--- src/rtl/pcm_slot_rx.sv ---
module pcm_slot_rx #(
  parameter int NSLOT = 4,
  parameter int LEN_W = 5,
  localparam int SW = (NSLOT > 1) ? $clog2(NSLOT) : 1
)(
  input  logic             clk,
  input  logic             rst_n,
  input  logic             enable,
  input  logic             soft_reset,
  input  logic             latch_on_fall,
  input  logic [LEN_W-1:0] slot_len_m1,
  input  logic [3:0]       data_msb,
  input  logic [NSLOT-1:0] slot_mask,
  input  logic             pcm_bclk,
  input  logic             pcm_fs,
  input  logic             pcm_din,
  input  logic             sample_ready,
  output logic             sample_valid,
  output logic [15:0]      sample_data,
  output logic [SW-1:0]    sample_slot,
  output logic             overflow
);

  logic [2:0]       bclk_sy;
  logic [1:0]       fs_sy, din_sy;
  logic             fs_prev, in_frame;
  logic [LEN_W-1:0] bit_cnt;
  logic [SW-1:0]    slot_cnt;
  logic [14:0]      shreg;

  logic rise, fall, run, fs_start, data_edge, proc;
  logic [LEN_W-1:0] cur_bit;
  logic [SW-1:0]    cur_slot;
  logic [15:0]      word_next, aligned;
  logic             in_width, word_done, take, end_slot, last_slot;

  assign rise      = bclk_sy[1] & ~bclk_sy[2];
  assign fall      = ~bclk_sy[1] & bclk_sy[2];
  assign run       = enable & ~soft_reset;
  assign fs_start  = run & rise & fs_sy[1] & ~fs_prev;
  assign data_edge = latch_on_fall ? fall : rise;
  assign proc      = run & data_edge & (in_frame | fs_start);
  assign cur_bit   = fs_start ? '0 : bit_cnt;
  assign cur_slot  = fs_start ? '0 : slot_cnt;
  assign word_next = {shreg, din_sy[1]};
  assign aligned   = word_next << (4'd15 - data_msb);
  assign in_width  = cur_bit <= LEN_W'(data_msb);
  assign word_done = proc & (cur_bit == LEN_W'(data_msb));
  assign take      = word_done & slot_mask[cur_slot];
  assign end_slot  = cur_bit == slot_len_m1;
  assign last_slot = cur_slot == SW'(NSLOT - 1);

  always_ff @(posedge clk or negedge rst_n) begin
    if (!rst_n) begin
      bclk_sy <= '0;
      fs_sy   <= '0;
      din_sy  <= '0;
    end else begin
      bclk_sy <= {bclk_sy[1:0], pcm_bclk};
      fs_sy   <= {fs_sy[0], pcm_fs};
      din_sy  <= {din_sy[0], pcm_din};
    end
  end

  always_ff @(posedge clk or negedge rst_n) begin
    if (!rst_n) begin
      fs_prev      <= 1'b1;
      in_frame     <= 1'b0;
      bit_cnt      <= '0;
      slot_cnt     <= '0;
      shreg        <= '0;
      sample_valid <= 1'b0;
      sample_data  <= '0;
      sample_slot  <= '0;
      overflow     <= 1'b0;
    end else if (soft_reset) begin
      fs_prev      <= 1'b1;
      in_frame     <= 1'b0;
      bit_cnt      <= '0;
      slot_cnt     <= '0;
      shreg        <= '0;
      sample_valid <= 1'b0;
      overflow     <= 1'b0;
    end else begin
      if (rise) fs_prev <= fs_sy[1];
      if (!enable) in_frame <= 1'b0;
      if (fs_start) begin
        in_frame <= 1'b1;
        bit_cnt  <= '0;
        slot_cnt <= '0;
        shreg    <= '0;
      end
      if (proc) begin
        if (in_width) shreg <= word_next[14:0];
        if (end_slot) begin
          bit_cnt <= '0;
          shreg   <= '0;
          if (last_slot) in_frame <= 1'b0;
          else           slot_cnt <= cur_slot + 1'b1;
        end else begin
          bit_cnt <= cur_bit + 1'b1;
        end
      end
      if (sample_valid && sample_ready) sample_valid <= 1'b0;
      if (take) begin
        if (sample_valid && !sample_ready) overflow <= 1'b1;
        else begin
          sample_valid <= 1'b1;
          sample_data  <= aligned;
          sample_slot  <= cur_slot;
        end
      end
    end
  end

endmodule

--- config.mk ---
export PLATFORM = sky130hd
export DESIGN_NAME = pcm_slot_rx
export DESIGN_NICKNAME = d
export VERILOG_FILES = /design/src/rtl/pcm_slot_rx.sv
export SDC_FILE = /design/constraint.sdc
export NUM_CORES = 1
export LEC_CHECK = 0
export ABC_CLOCK_PERIOD_IN_PS = 8500
export BUFFER_PORTS_ARGS = -buffer_cell sky130_fd_sc_hd__clkbuf_2
export CAP_MARGIN = 20
export CORE_UTILIZATION = 40
export CTS_CLUSTER_DIAMETER = 60
export CTS_CLUSTER_SIZE = 28
export DETAILED_ROUTE_END_ITERATION = 16
export GPL_TIMING_DRIVEN = 0
export HOLD_SLACK_MARGIN = 0.02
export PLACE_DENSITY = 0.59
export SLEW_MARGIN = 20
export SYNTH_ARGS = -nofsm -noshare
export SYNTH_HDL_FRONTEND = slang
export SYNTH_SLANG_ARGS = --single-unit
export TNS_END_PERCENT = 1
--- constraint.sdc ---
create_clock -name clk -period 8.5 [get_ports clk]
set_input_delay 1.7 -clock clk [delete_from_list [all_inputs] [get_ports clk]]
set_output_delay 1.7 -clock clk [all_outputs]
set_load 0.03 [all_outputs]
# [After elaboration in Yosys (flattened, before gate mapping)]
# Index checks and enable logic that the tools add are counted.
[classes] n_eq_ne=3 magnitude_cmp=2 shifts=1 n_reduce_logical=8 mux=32 n_addsub=3 bitwise_logic=16
[ops] operator="$mux W15" count=5
[ops] operator="$mux W5" count=4
[ops] operator="$mux W1" count=17
[ops] operator="$shl A16 B4 Y16" count=1
[ops] operator="$and A1 B1 Y1" count=10
[ops] operator="$mux W2" count=5
[ops] operator="$reduce_bool A2 Y1" count=3
[ops] operator="$add A5 B1 Y5 const B" count=1
[ops] operator="$eq A5 B4 Y1" count=1
[ops] operator="$eq A5 B5 Y1" count=1
[ops] operator="$le A5 B4 Y1" count=1
[ops] operator="$not A1 Y1" count=5
[ops] operator="$sub A4 B4 Y4 const A" count=1
[ops] operator="$lt A2 B3 Y1 const B" count=1
[ops] operator="$reduce_and A3 Y1" count=1
[ops] operator="$add A2 B1 Y2 const B" count=1
[ops] operator="$bmux W1 S2" count=1
[ops] operator="$eq A2 B2 Y1 const B" count=1
[ops] operator="$logic_and A1 B1 Y1" count=2
[ops] operator="$reduce_and A2 Y1" count=1
[ops] operator="$logic_not A1 Y1" count=1
[ops] operator="$or A1 B1 Y1" count=1
[word_totals] out_inout_bits=20 register_bits=51

# [Logic depth before layout (Yosys ltp)]
# Gate-level depths: netlist of run 1.
[logic_depth] depth_word=11 mapped_depth=12 ltp_nobuf=9

# [Least setup slack after synthesis of run 1]
# OpenSTA, ideal clock, no wires.
[synth_path] kind="input to register" start="input soft_reset" end="register sample_data[10]" required_ns=8.375 t_arrival_ns=3.856 setup_slack_ns=4.519 path_stages=11 path_cell_list="and2b_1 > nand2_1 > and2_1 > ha_1 > nor2b_1 > a31oi_1 > a211o_1 > nor3b_2 > buf_4 > buf_6 > mux2_4"
[synth_via] elab_chain_len=10 word_cells_on_any_way=16 cone_classes="eq/ne: 1; mux: 4; bitwise: 10; reduce/logical: 1"
[synth_lines] element="start, declared" line_no="9" rtl="input logic soft_reset,"
[synth_lines] element="$not A1 Y1 (no source line) *"
[synth_lines] element="$and A1 B1 Y1" line_no="39" rtl="assign run = enable & ~soft_reset;"
[synth_lines] element="$and A1 B1 Y1 (3 in series)" line_no="40" rtl="assign fs_start = run & rise & fs_sy[1] & ~fs_prev;"
[synth_lines] element="$mux W5 (tied with other cells)"
[synth_lines] element="$eq A5 B4 Y1 (tied with other cells)" line_no="48" rtl="assign word_done = proc & (cur_bit == LEN_W'(data_msb));"
[synth_lines] element="$and A1 B1 Y1 or $mux W1 (tied branches)" line_no="48, 49"
[synth_lines] element="$and A1 B1 Y1" line_no="49" rtl="assign take = word_done & slot_mask[cur_slot];"
[synth_lines] element="$reduce_and A3 Y1 (no source line) *"
[synth_lines] element="end signal, assigned" line_no="109" rtl="sample_data <= aligned;"
[synth_lines] element="end, declared" line_no="19" rtl="output logic [15:0] sample_data,"
# Mark *: on every way between the ends. The rest lies on a longest branch, timed or not. The select of a mux whose other input is x is not followed.
# A chain may end at the register's enable or synchronous reset.

# [Worst setup path after layout of run 1]
[layout_path] start="input soft_reset" end="register sample_data[13]"
# The elaborated chain is that of the path after synthesis.

==> results of run 1 <==
## per-stage QoR
step                      setup slack [ns]    util  hold slack [ns]  std cells
after floorplan                      4.519       -           0.3312        324
after global placement               4.014  0.4559           0.3321        468
after detailed placement             3.956  0.4562           0.3358        468
after CTS                            4.283  0.4677           0.3597        476
after global routing                 4.114  0.4677           0.3750        476
final                                4.260  0.4677           0.3564        476
## state kept, by name (all words and copies together), names as in the netlist
register / cells
overflow: 1
bclk_sy: 3
in_frame: 1
fs_sy: 2
shreg: 15
bit_cnt: 5
din_sy: 2
sample_slot: 2
slot_cnt: 2
fs_prev: 1
sample_valid: 1
sample_data: 16
## layout make-up
class	count	area, µm²
fillers	794	4418
multi-input cells	235	1993
flip-flops and latches	51	1277
repair buffers	39	197.7
plain buffers	28	148.9
well taps	105	131.4
clock buffers	7	86.33
inverters	10	37.54
clock inverters	1	8.758
## critical path: stages
cell and delay, ns:
clkbuf_2 0.09, and2b_1 0.27, nand2_1 0.20, clkbuf_1 0.39, nand2_1 0.20, ha_1 0.31, inv_1 0.03, a211o_1 0.30
nor3b_2 0.21, buf_4 0.22, buf_6 0.19, mux2_4 0.31
## power by group
| part | internal [mW] | total (mW) | switching, mW |
|---|---|---|---|
| combinational | 0.0146 | 0.0424 | 0.0278 |
| clock | 0.0670 | 0.150 | 0.0833 |
| sequential | 0.245 | 0.246 | 0.00151 |
## synth_stat cells (3+ instances only)
cell,instances,area [µm²]
a211oi_1,3,22.52
a21oi_1,6,30.03
and2_1,6,37.54
and3_1,4,25.02
buf_2,4,20.02
clkbuf_1,18,67.56
dfrtp_1,50,1251
ha_1,3,37.54
inv_1,9,33.78
mux2_2,10,112.6
mux2_4,7,105.1
mux2i_1,28,280.3
mux4_2,13,292.8
nand2_1,24,90.09
nand3_1,4,20.02
nor2_1,12,45.04
nor2b_1,20,125.1
nor3_1,4,20.02
o21ai_0,9,45.04
o311ai_0,14,122.6
o31ai_1,16,120.1
or2_2,3,18.77
xor2_1,5,43.79
## metal layers
metal  routed length, µm  GRT usage  up-vias  part of all wire
met5                   0          0        -                 0
met4                 125    0.05934        0             0.016
met3                 302    0.03221       10             0.038
met2                3599     0.3022       64              0.45
met1                3983     0.2750     1333              0.50
li1                    -          -     1318                 -
## placed cells by master (no fill, tap or decap), types with 7 or more instances in the layout
cell       n
dfrtp_1   50
clkbuf_2  38
mux2i_1   28
nand2_1   24
nor2b_1   20
clkbuf_1  19
o31ai_1   16
o311ai_0  14
mux4_2    13
nor2_1    12
mux2_2    10
inv_1      9
o21ai_0    9
mux2_4     7
## cell families (layout without fill, tap and decap cells)
group           after synthesis  in the layout  share of synthesized area
compound gates               74             74                     0.1701
xor+xnor                      6              6                    0.01520
flops                        51             51                     0.3695
buf+inv                      38             85                    0.05392
simple gates                 94             94                     0.1516
fa+ha+maj                     3              3                    0.01086
mux                          58             58                     0.2287
## worst paths after layout
kind                                     start                          end  slack (ns)  depth (start not counted)
min in group asynchronous                rst_n         bit_cnt[2]$_DFF_PN0_        1.47                          1
min reg2reg                 fs_sy[0]$_DFF_PN0_           fs_sy[1]$_DFF_PN0_        0.36                          0
min                         fs_sy[0]$_DFF_PN0_           fs_sy[1]$_DFF_PN0_        0.36                          0
max in group asynchronous                rst_n          shreg[14]$_DFF_PN0_        6.56                          1
max reg2reg                fs_prev$_DFFE_PN1P_  sample_data[13]$_DFFE_PN0P_        5.16                         12
max                                 soft_reset  sample_data[13]$_DFFE_PN0P_        4.26                         12
==> flow_summary.ini, run 1 <==
[grt]
grt_pass1_wl_mm = 13.54
overflow = 0
grt_max_degree = 52
grt_pass1_vias = 2707
track_usage = 0.1941
antenna_found_initial = 0

[die]
die_width_um = 94.97
core_area_mm2 = 0.008299
rows = 33
start_util = 0.4166
die_area_mm2 = 0.009018
ios = 42
die_y_um = 94.97

[final_layout]
antenna_cells = 0
finalInstanceArea_mm2 = 0.003881
area_growth_pct = 12.27
final_nets = 395
drive_above_1_share = 0.2588

[timing]
finalHoldViolCount = 0
finalCriticalPeriod_ns = 4.240
finalSetupTns_ns = 0
final_max_slew_viol_count = 0
clock_skew_ns = 0.007041
max_freq_mhz = 235.9
setup_viol = 0
worst_pin_slew_ns = 0.7293
post-route-period-util = 0.4988
rsz0062_at_grt = no
relSlewSlack = 0.5138

[placed_design]
dp.final_hpwl_mm = 5.922
io_buffers = 39
placed_area_mm2 = 0.003786
routabilityCongestion = 0.8751

[route]
drt_iter0_markers = 136
routed_wl_mm = 8.010
drc = 0
viasPerCell = 5.725
antenna_left = 0
routedWlPerCell_um = 16.83
via_count = 2725
dr.pass1.iters = 4

[critical_path]
worst_setup_path_start_kind = input pin
required_ns = 8.70
cp_max_fo = 10
worst_ep_arrival_time_ns = 4.44
end_kind = register
critPathKind = input pin to register

[logic_synthesis]
synth-edff-count = 0
synthCells = 324
synth_nets = 349
ys_seq_elements = 51
seq_area_frac_synth = 0.3695
synth_area_per_cell_um2 = 10.67
ys.flop_type = dfrtp_1
ys_async_sr_fraction = 1.000
syn_area_mm2 = 0.003457
synth.distinct_cells = 64
yosysWarnings = 0

[pwr]
power.density_mw_per_mm2 = 113.0
vdd_drop_max_mv = 0.06516
fin_total_pwr_mw = 0.4387
p_leak_nw = 1.637

[clock_tree]
cts_setup_buffers = 0
cts-resized-gates = 0
clkSinkCount = 51
clk_latency_ns = 0.31
cts_root_buf = clkbuf_8
cts_made_buffers = 5
cts_hold_buffers = 0
cts_tree = built
cts.htree.levels = 2
clk_pin_slew_worst_paths_ns = 0.09
clockBufferDepth = 2

[flow_run]
cap_violations = 0

[outcome]
outcome = finished, final reports clean

[min_path]
hold_path_class = register to register
Note: power is estimated with default switching activity, not from simulation.
==> run 2: changes to the inputs <==
- ABC_AREA: default -> 1
- ABC_CLOCK_PERIOD_IN_PS: 8500 -> 4120
- PLACE_DENSITY: 0.59 -> 0.6
- clock period: 8.5 -> 4.12 ns (I/O delays scaled with it)
==> run 2 against run 1 <==
  * Hold slack lost 0.0017 ns
  * Register-to-register slack lost 3.6 ns
  * Via count grew 5.9%
  * Clock power grew 110%
  * Clock skew grew 0.0024 ns
  * First-iteration DRC count grew 21%
  * Wire length shrank 6.9%
  * Global-route usage grew 0.27 points
  * Largest cell class unchanged
  * Highest routed layer unchanged
==> flow_summary.ini, run 2 <==
[logic_synthesis]
syn_area_mm2 = 0.003105
yosys.area.top_type_share = 0.4029
synth_nets = 457
yosys.area.top_type = dfrtp_1
synth_common_cells = nand2_1, dfrtp_1, inv_1, nor2_1, a21oi_1
ys_seq_elements = 51
yosysMostFrequentCell = nand2_1
yosysWarnings = 0
synth.distinct_cells = 36
synth_area_per_cell_um2 = 7.189
ys.flop_type = dfrtp_1
synth_area_leaders = dfrtp_1, nand2_1, a21oi_1
synthCells = 432
ys_async_sr_fraction = 1.000
synth-edff-count = 0
seq_area_frac_synth = 0.4114

[route]
routed-wl-met2_mm = 3.401
met1_length_mm = 3.656
wl_met3_um = 264
dr.pass1.iters = 5
drc = 0
viasPerCell = 4.986
antenna_left = 0
routed_wl_mm = 7.456
top_layer_used = met4
drt_iter0_markers = 165
routedWlPerCell_um = 12.88
via_count = 2887

[timing]
relSlewSlack = 0.5292
fin_ws_ns = 1.306
post-route-period-util = 0.6831
finalCriticalPeriod_ns = 2.814
max_freq_mhz = 355.3
clock_skew_ns = 0.009425
finalHoldViolCount = 0
worst_pin_slew_ns = 0.7062
final_max_slew_viol_count = 0
setup_viol = 0
hold_slack_ns = 0.3547
rsz0062_at_grt = no
finalSetupTns_ns = 0

[placed_design]
routabilityCongestion = 0.8612
dp.final_hpwl_mm = 5.677
io_buffers = 40
dp.cells = 571
dp_slack_ns = 0.9802
placed_area_mm2 = 0.003432

[die]
start_util = 0.4214
ios = 42
rows = 31
die_y_um = 90.11
die_area_mm2 = 0.008120
die_width_um = 90.11
core_area_mm2 = 0.007370

[grt]
grt_pass1_vias = 2662
overflow = 0
track_usage = 0.1968
grt_pass1_wl_mm = 12.85
grt_max_degree = 52
antenna_found_initial = 0

[final_layout]
finalInstanceArea_mm2 = 0.003536
fin_util = 0.4798
final_nets = 504
final_common_cell = nand2_1
reg_top3 = sample_data: 16 flops, shreg: 15 flops, bit_cnt: 5 flops
antenna_cells = 0
num-fill-cells = 779
largest_register = sample_data
drive_above_1_share = 0.1604
largest_register_ffs = 16
area_growth_pct = 13.86
instances_no_fill = 579
mostFrequentLayoutCells = nand2_1, dfrtp_1, clkbuf_2

[clock_tree]
cts_setup_buffers = 0
clockBufferDepth = 2
cts-resized-gates = 0
clk_latency_ns = 0.31
cts_made_buffers = 5
clk_pin_slew_worst_paths_ns = 0.09
cts_hold_buffers = 0
cts.htree.levels = 2
cts_root_buf = clkbuf_8
cts_tree = built
clkSinkCount = 51

[pwr]
fin_total_pwr_mw = 0.9310
power.density_mw_per_mm2 = 263.3
p_sw_frac = 0.2576
vdd_drop_max_mv = 0.1411
power_frac_comb = 0.109
power.switching_mw = 0.2398
p_int_mw = 0.6912
clkPwrFrac = 0.345
p_leak_nw = 1.736
pwr-share-seq = 0.545

[min_path]
hold_path_class = register to register
hold_depth = 0

[critical_path]
end_kind = register
worst_ep_arrival_time_ns = 3.02
rr_worst_depth = 14
critPathKind = input pin to register
required_ns = 4.33
worst_setup_path_start_kind = input pin
cp_max_fo = 10

[outcome]
outcome = finished, final reports clean

[flow_run]
cap_violations = 0
## run 2: area by class of cell
cell class / count / area [µm²] / share of cell area
Buffer: 22 / 130.1 / 0.03680
Clock buffer: 7 / 96.34 / 0.02725
Clock inverter: 1 / 7.507 / 0.002123
Inverter: 41 / 153.9 / 0.04352
Multi-Input combinational cell: 318 / 1544 / 0.4367
Sequential cell: 51 / 1277 / 0.3613
Tap cell: 99 / 123.9 / 0.03503
Timing Repair Buffer: 40 / 202.7 / 0.05732
## run 2: power by group through the flow
stage | Clock [mW] | Combinational (mW) | Sequential, mW
2_1_floorplan | 0 | 0.0627 | 0.518
3_3_place_gp | 0 | 0.101 | 0.518
3_5_place_dp | 0 | 0.102 | 0.518
4_1_cts | 0.335 | 0.103 | 0.508
5_1_grt | 0.355 | 0.117 | 0.509
6_report | 0.321 | 0.102 | 0.508
## run 2: path summary, 6_finish.rpt
path / start / endpoint / slack (ns)
worst max-delay path: soft_reset / sample_data[14]$_DFFE_PN0P_ / 1.31
worst min-delay path: fs_sy[0]$_DFF_PN0_ / fs_sy[1]$_DFF_PN0_ / 0.35
worst max register to register: bclk_sy[2]$_DFF_PN0_ / sample_data[14]$_DFFE_PN0P_ / 1.56
worst min register to register: fs_sy[0]$_DFF_PN0_ / fs_sy[1]$_DFF_PN0_ / 0.35
max in group asynchronous: rst_n / shreg[1]$_DFF_PN0_ / 3.08
min in group asynchronous: rst_n / sample_valid$_DFF_PN0_ / 0.57
## run 2: per-layer routing
| metal | track usage | vias up |
|---|---|---|
| met2 | 0.3092 | 63 |
| met1 | 0.2765 | 1318 |
| li1 | - | 1495 |
| met5 | 0 | - |
| met3 | 0.03130 | 11 |
| met4 | 0.06317 | 0 |
## run 2: cells by family after synthesis
logic type | share of synthesized area
AOI/OAI and AO/OA | 0.1716
xor gates and xnor gates | 0.01410
adders and majority gates | 0.01209
buffers and inverters | 0.09146
DFF | 0.4114
muxes | 0.01289
and+or+nand+nor | 0.2865
## run 2: critical path, cell delays in order
cell,delay (ns)
clkbuf_2,0.16
nor2_2,0.16
nand3_2,0.15
buf_6,0.18
nand2_1,0.10
inv_1,0.08
ha_1,0.30
nand2_1,0.06
nor2_1,0.18
nand3_2,0.14
nor2_2,0.25
nand2_2,0.12
buf_6,0.16
nor2_1,0.10
nor2_1,0.05
==> run 3: changes to the inputs <==
- ABC_CLOCK_PERIOD_IN_PS: 4120 -> 2600
- clock period: 4.12 -> 2.6 ns (I/O delays scaled with it)
==> run 3 against run 2 <==
  * Register-to-register slack got worse by 1.4 ns
  * Combinational power rose by 60%
  * Setup slack worse by 1.1 ns
  * Wire length increased by 0.63%
  * First-iteration DRC count shrank 24%
  * Final cell count grew 0.35%
  * Global-route usage stayed put
  * Critical path depth stayed put
  * Flip-flop and latch count unchanged
  * Critical endpoint is now shreg[13]$_DFF_PN0_
  * Largest cell class unchanged
==> flow_summary.ini, run 3 (synthesis results as in run 2) <==
[outcome]
outcome = finished, final reports clean

[min_path]
hold_path_class = input pin to asynchronous set/reset pin

[timing]
setup_viol = 0
final_max_slew_viol_count = 0
max_freq_mhz = 410.2
clock_skew_ns = 0.009729
finalCriticalPeriod_ns = 2.438
relSlewSlack = 0.5260
post-route-period-util = 0.9377
rsz0062_at_grt = yes
finalHoldViolCount = 0
worst_pin_slew_ns = 0.7110

[critical_path]
path_cells = nor2_4 > nand3_2 > buf_6 > nand2_1 > inv_1 > ha_1 > nand2_1 > nor2_2 > nand3_2 > buf_4 > nand2_2 > buf_6 > nand2_2 > nand2_1 > a21oi_1
worst_ep_arrival_time_ns = 2.63
cp_max_fo = 10
max_stage_delay_ns = 0.42
critPathTopFamily = simple AND/OR/NAND/NOR gates
critPathKind = register to register
rr_endpoint = shreg[13]$_DFF_PN0_
worst_setup_path_start_kind = register
slowest_stage = dfrtp_1
end_kind = register
path_common_cell = nand2_1
cp.buffers_inverters = 4
r2r-start = bclk_sy[2]$_DFF_PN0_
rrSetupSlack_ns = 0.16
required_ns = 2.79
rr_worst_depth = 15

[pwr]
power.density_mw_per_mm2 = 414.4
p_leak_nw = 1.746
fin_total_pwr_mw = 1.481
vdd_drop_max_mv = 0.2261

[route]
drt_iter0_markers = 126
antenna_left = 0
routed_wl_mm = 7.503
dr.pass1.iters = 4
drc = 0
routedWlPerCell_um = 12.91
via_count = 2908
viasPerCell = 5.005

[grt]
antenna_found_initial = 0
grt_max_degree = 52
grt_pass1_wl_mm = 12.85
overflow = 0
grt_pass1_vias = 2662
track_usage = 0.1968

[die]
start_util = 0.4214
die_y_um = 90.11
die_width_um = 90.11
die_area_mm2 = 0.008120
core_area_mm2 = 0.007370
rows = 31
ios = 42

[clock_tree]
cts_tree = built
cts_hold_buffers = 0
cts.htree.levels = 2
clk_pin_slew_worst_paths_ns = 0.10
cts_made_buffers = 5
clkSinkCount = 51
clockBufferDepth = 2
cts_root_buf = clkbuf_8
clk_latency_ns = 0.31

[final_layout]
instances_no_fill = 581
regArea_mm2 = 0.001277
area_growth_pct = 15.07
largest_register_ffs = 16
largest_register = sample_data
fin_util = 0.4849
multiInputGateArea_mm2 = 0.001567
mostFrequentLayoutCells = nand2_1, dfrtp_1, clkbuf_2
antenna_cells = 0
final_nets = 506
final_common_cell = nand2_1
drive_above_1_share = 0.1701
num-fill-cells = 772
reg_top3 = sample_data: 16 flops, shreg: 15 flops, bit_cnt: 5 flops

[placed_design]
dp.cells = 571
dp.final_hpwl_mm = 5.677
io_buffers = 40
routabilityCongestion = 0.8612

[flow_run]
cap_violations = 0
run 3: changes by cell type in the layout (fill, tap and decap cells not counted), sizes merged:
cell,previous run,this run
buf,9,11
run 3: layer usage:
metal  vias up  part of all wire  GRT usage
met1      1331              0.48     0.2765
met3         6             0.044    0.03130
li1       1501                 -          -
met4         0             0.012    0.06317
met2        70              0.47     0.3092
met5         -                 0          0
run 3: report_power, final:
group | internal [mW] | switching [mW]
combinational | 0.0527 | 0.111
clock | 0.243 | 0.270
sequential | 0.801 | 0.00419
run 3: stage by stage:
stage / hold slack, ns / cell area (µm²) / setup TNS, ns / setup slack, ns
detailed placement: 0.3347 / 3432 / -6.342 / -0.2358
global placement: 0.3338 / 3430 / -4.909 / -0.1811
CTS: 0.2986 / 3536 / 0 / 0.02385
floorplan: 0.2244 / 3105 / 0 / 0.2659
finish: 0.2609 / 3573 / 0 / 0.1620
global route: 0.2951 / 3573 / -0.03892 / -0.03161
run 3: what timing repair did:
| item | in CTS | in global routing |
|---|---|---|
| buffers inserted | 0 | 2 |
| gates resized for setup | 0 | 6 |
| setup endpoints to repair | 0 | 33 |
run 3: worst reg2reg max path, cell delays in order (launching register included):
cell	delay [ns]
dfrtp_1	0.42
nor2_4	0.15
nand3_2	0.12
buf_6	0.18
nand2_1	0.10
inv_1	0.08
ha_1	0.30
nand2_1	0.07
nor2_2	0.12
nand3_2	0.14
buf_4	0.21
nand2_2	0.09
buf_6	0.14
nand2_2	0.08
nand2_1	0.07
a21oi_1	0.06
run 3: area by class of cell:
cell class | instances | share of cell area
buffer | 22 | 0.03641
clock buffer | 7 | 0.02696
clock inverter | 1 | 0.002101
inverter | 41 | 0.04307
multi-input combinational | 318 | 0.4384
sequential | 51 | 0.3575
tap | 99 | 0.03466
timing repair buffer | 42 | 0.06092
run 3: how the worst max path moves through the flow:
| stage | start | to | slack (ns) | cells past startpoint |
|---|---|---|---|---|
| 2_1_floorplan | enable | shreg[14]$_DFF_PN0_ | 0.27 | 15 |
| 3_3_place_gp | soft_reset | sample_data[15]$_DFFE_PN0P_ | -0.18 | 15 |
| 3_5_place_dp | soft_reset | sample_data[14]$_DFFE_PN0P_ | -0.24 | 15 |
| 4_1_cts | bclk_sy[2]$_DFF_PN0_ | sample_data[14]$_DFFE_PN0P_ | 0.02 | 14 |
| 5_1_grt | bclk_sy[1]$_DFF_PN0_ | shreg[14]$_DFF_PN0_ | -0.03 | 15 |
| 6_report | bclk_sy[2]$_DFF_PN0_ | shreg[13]$_DFF_PN0_ | 0.16 | 15 |
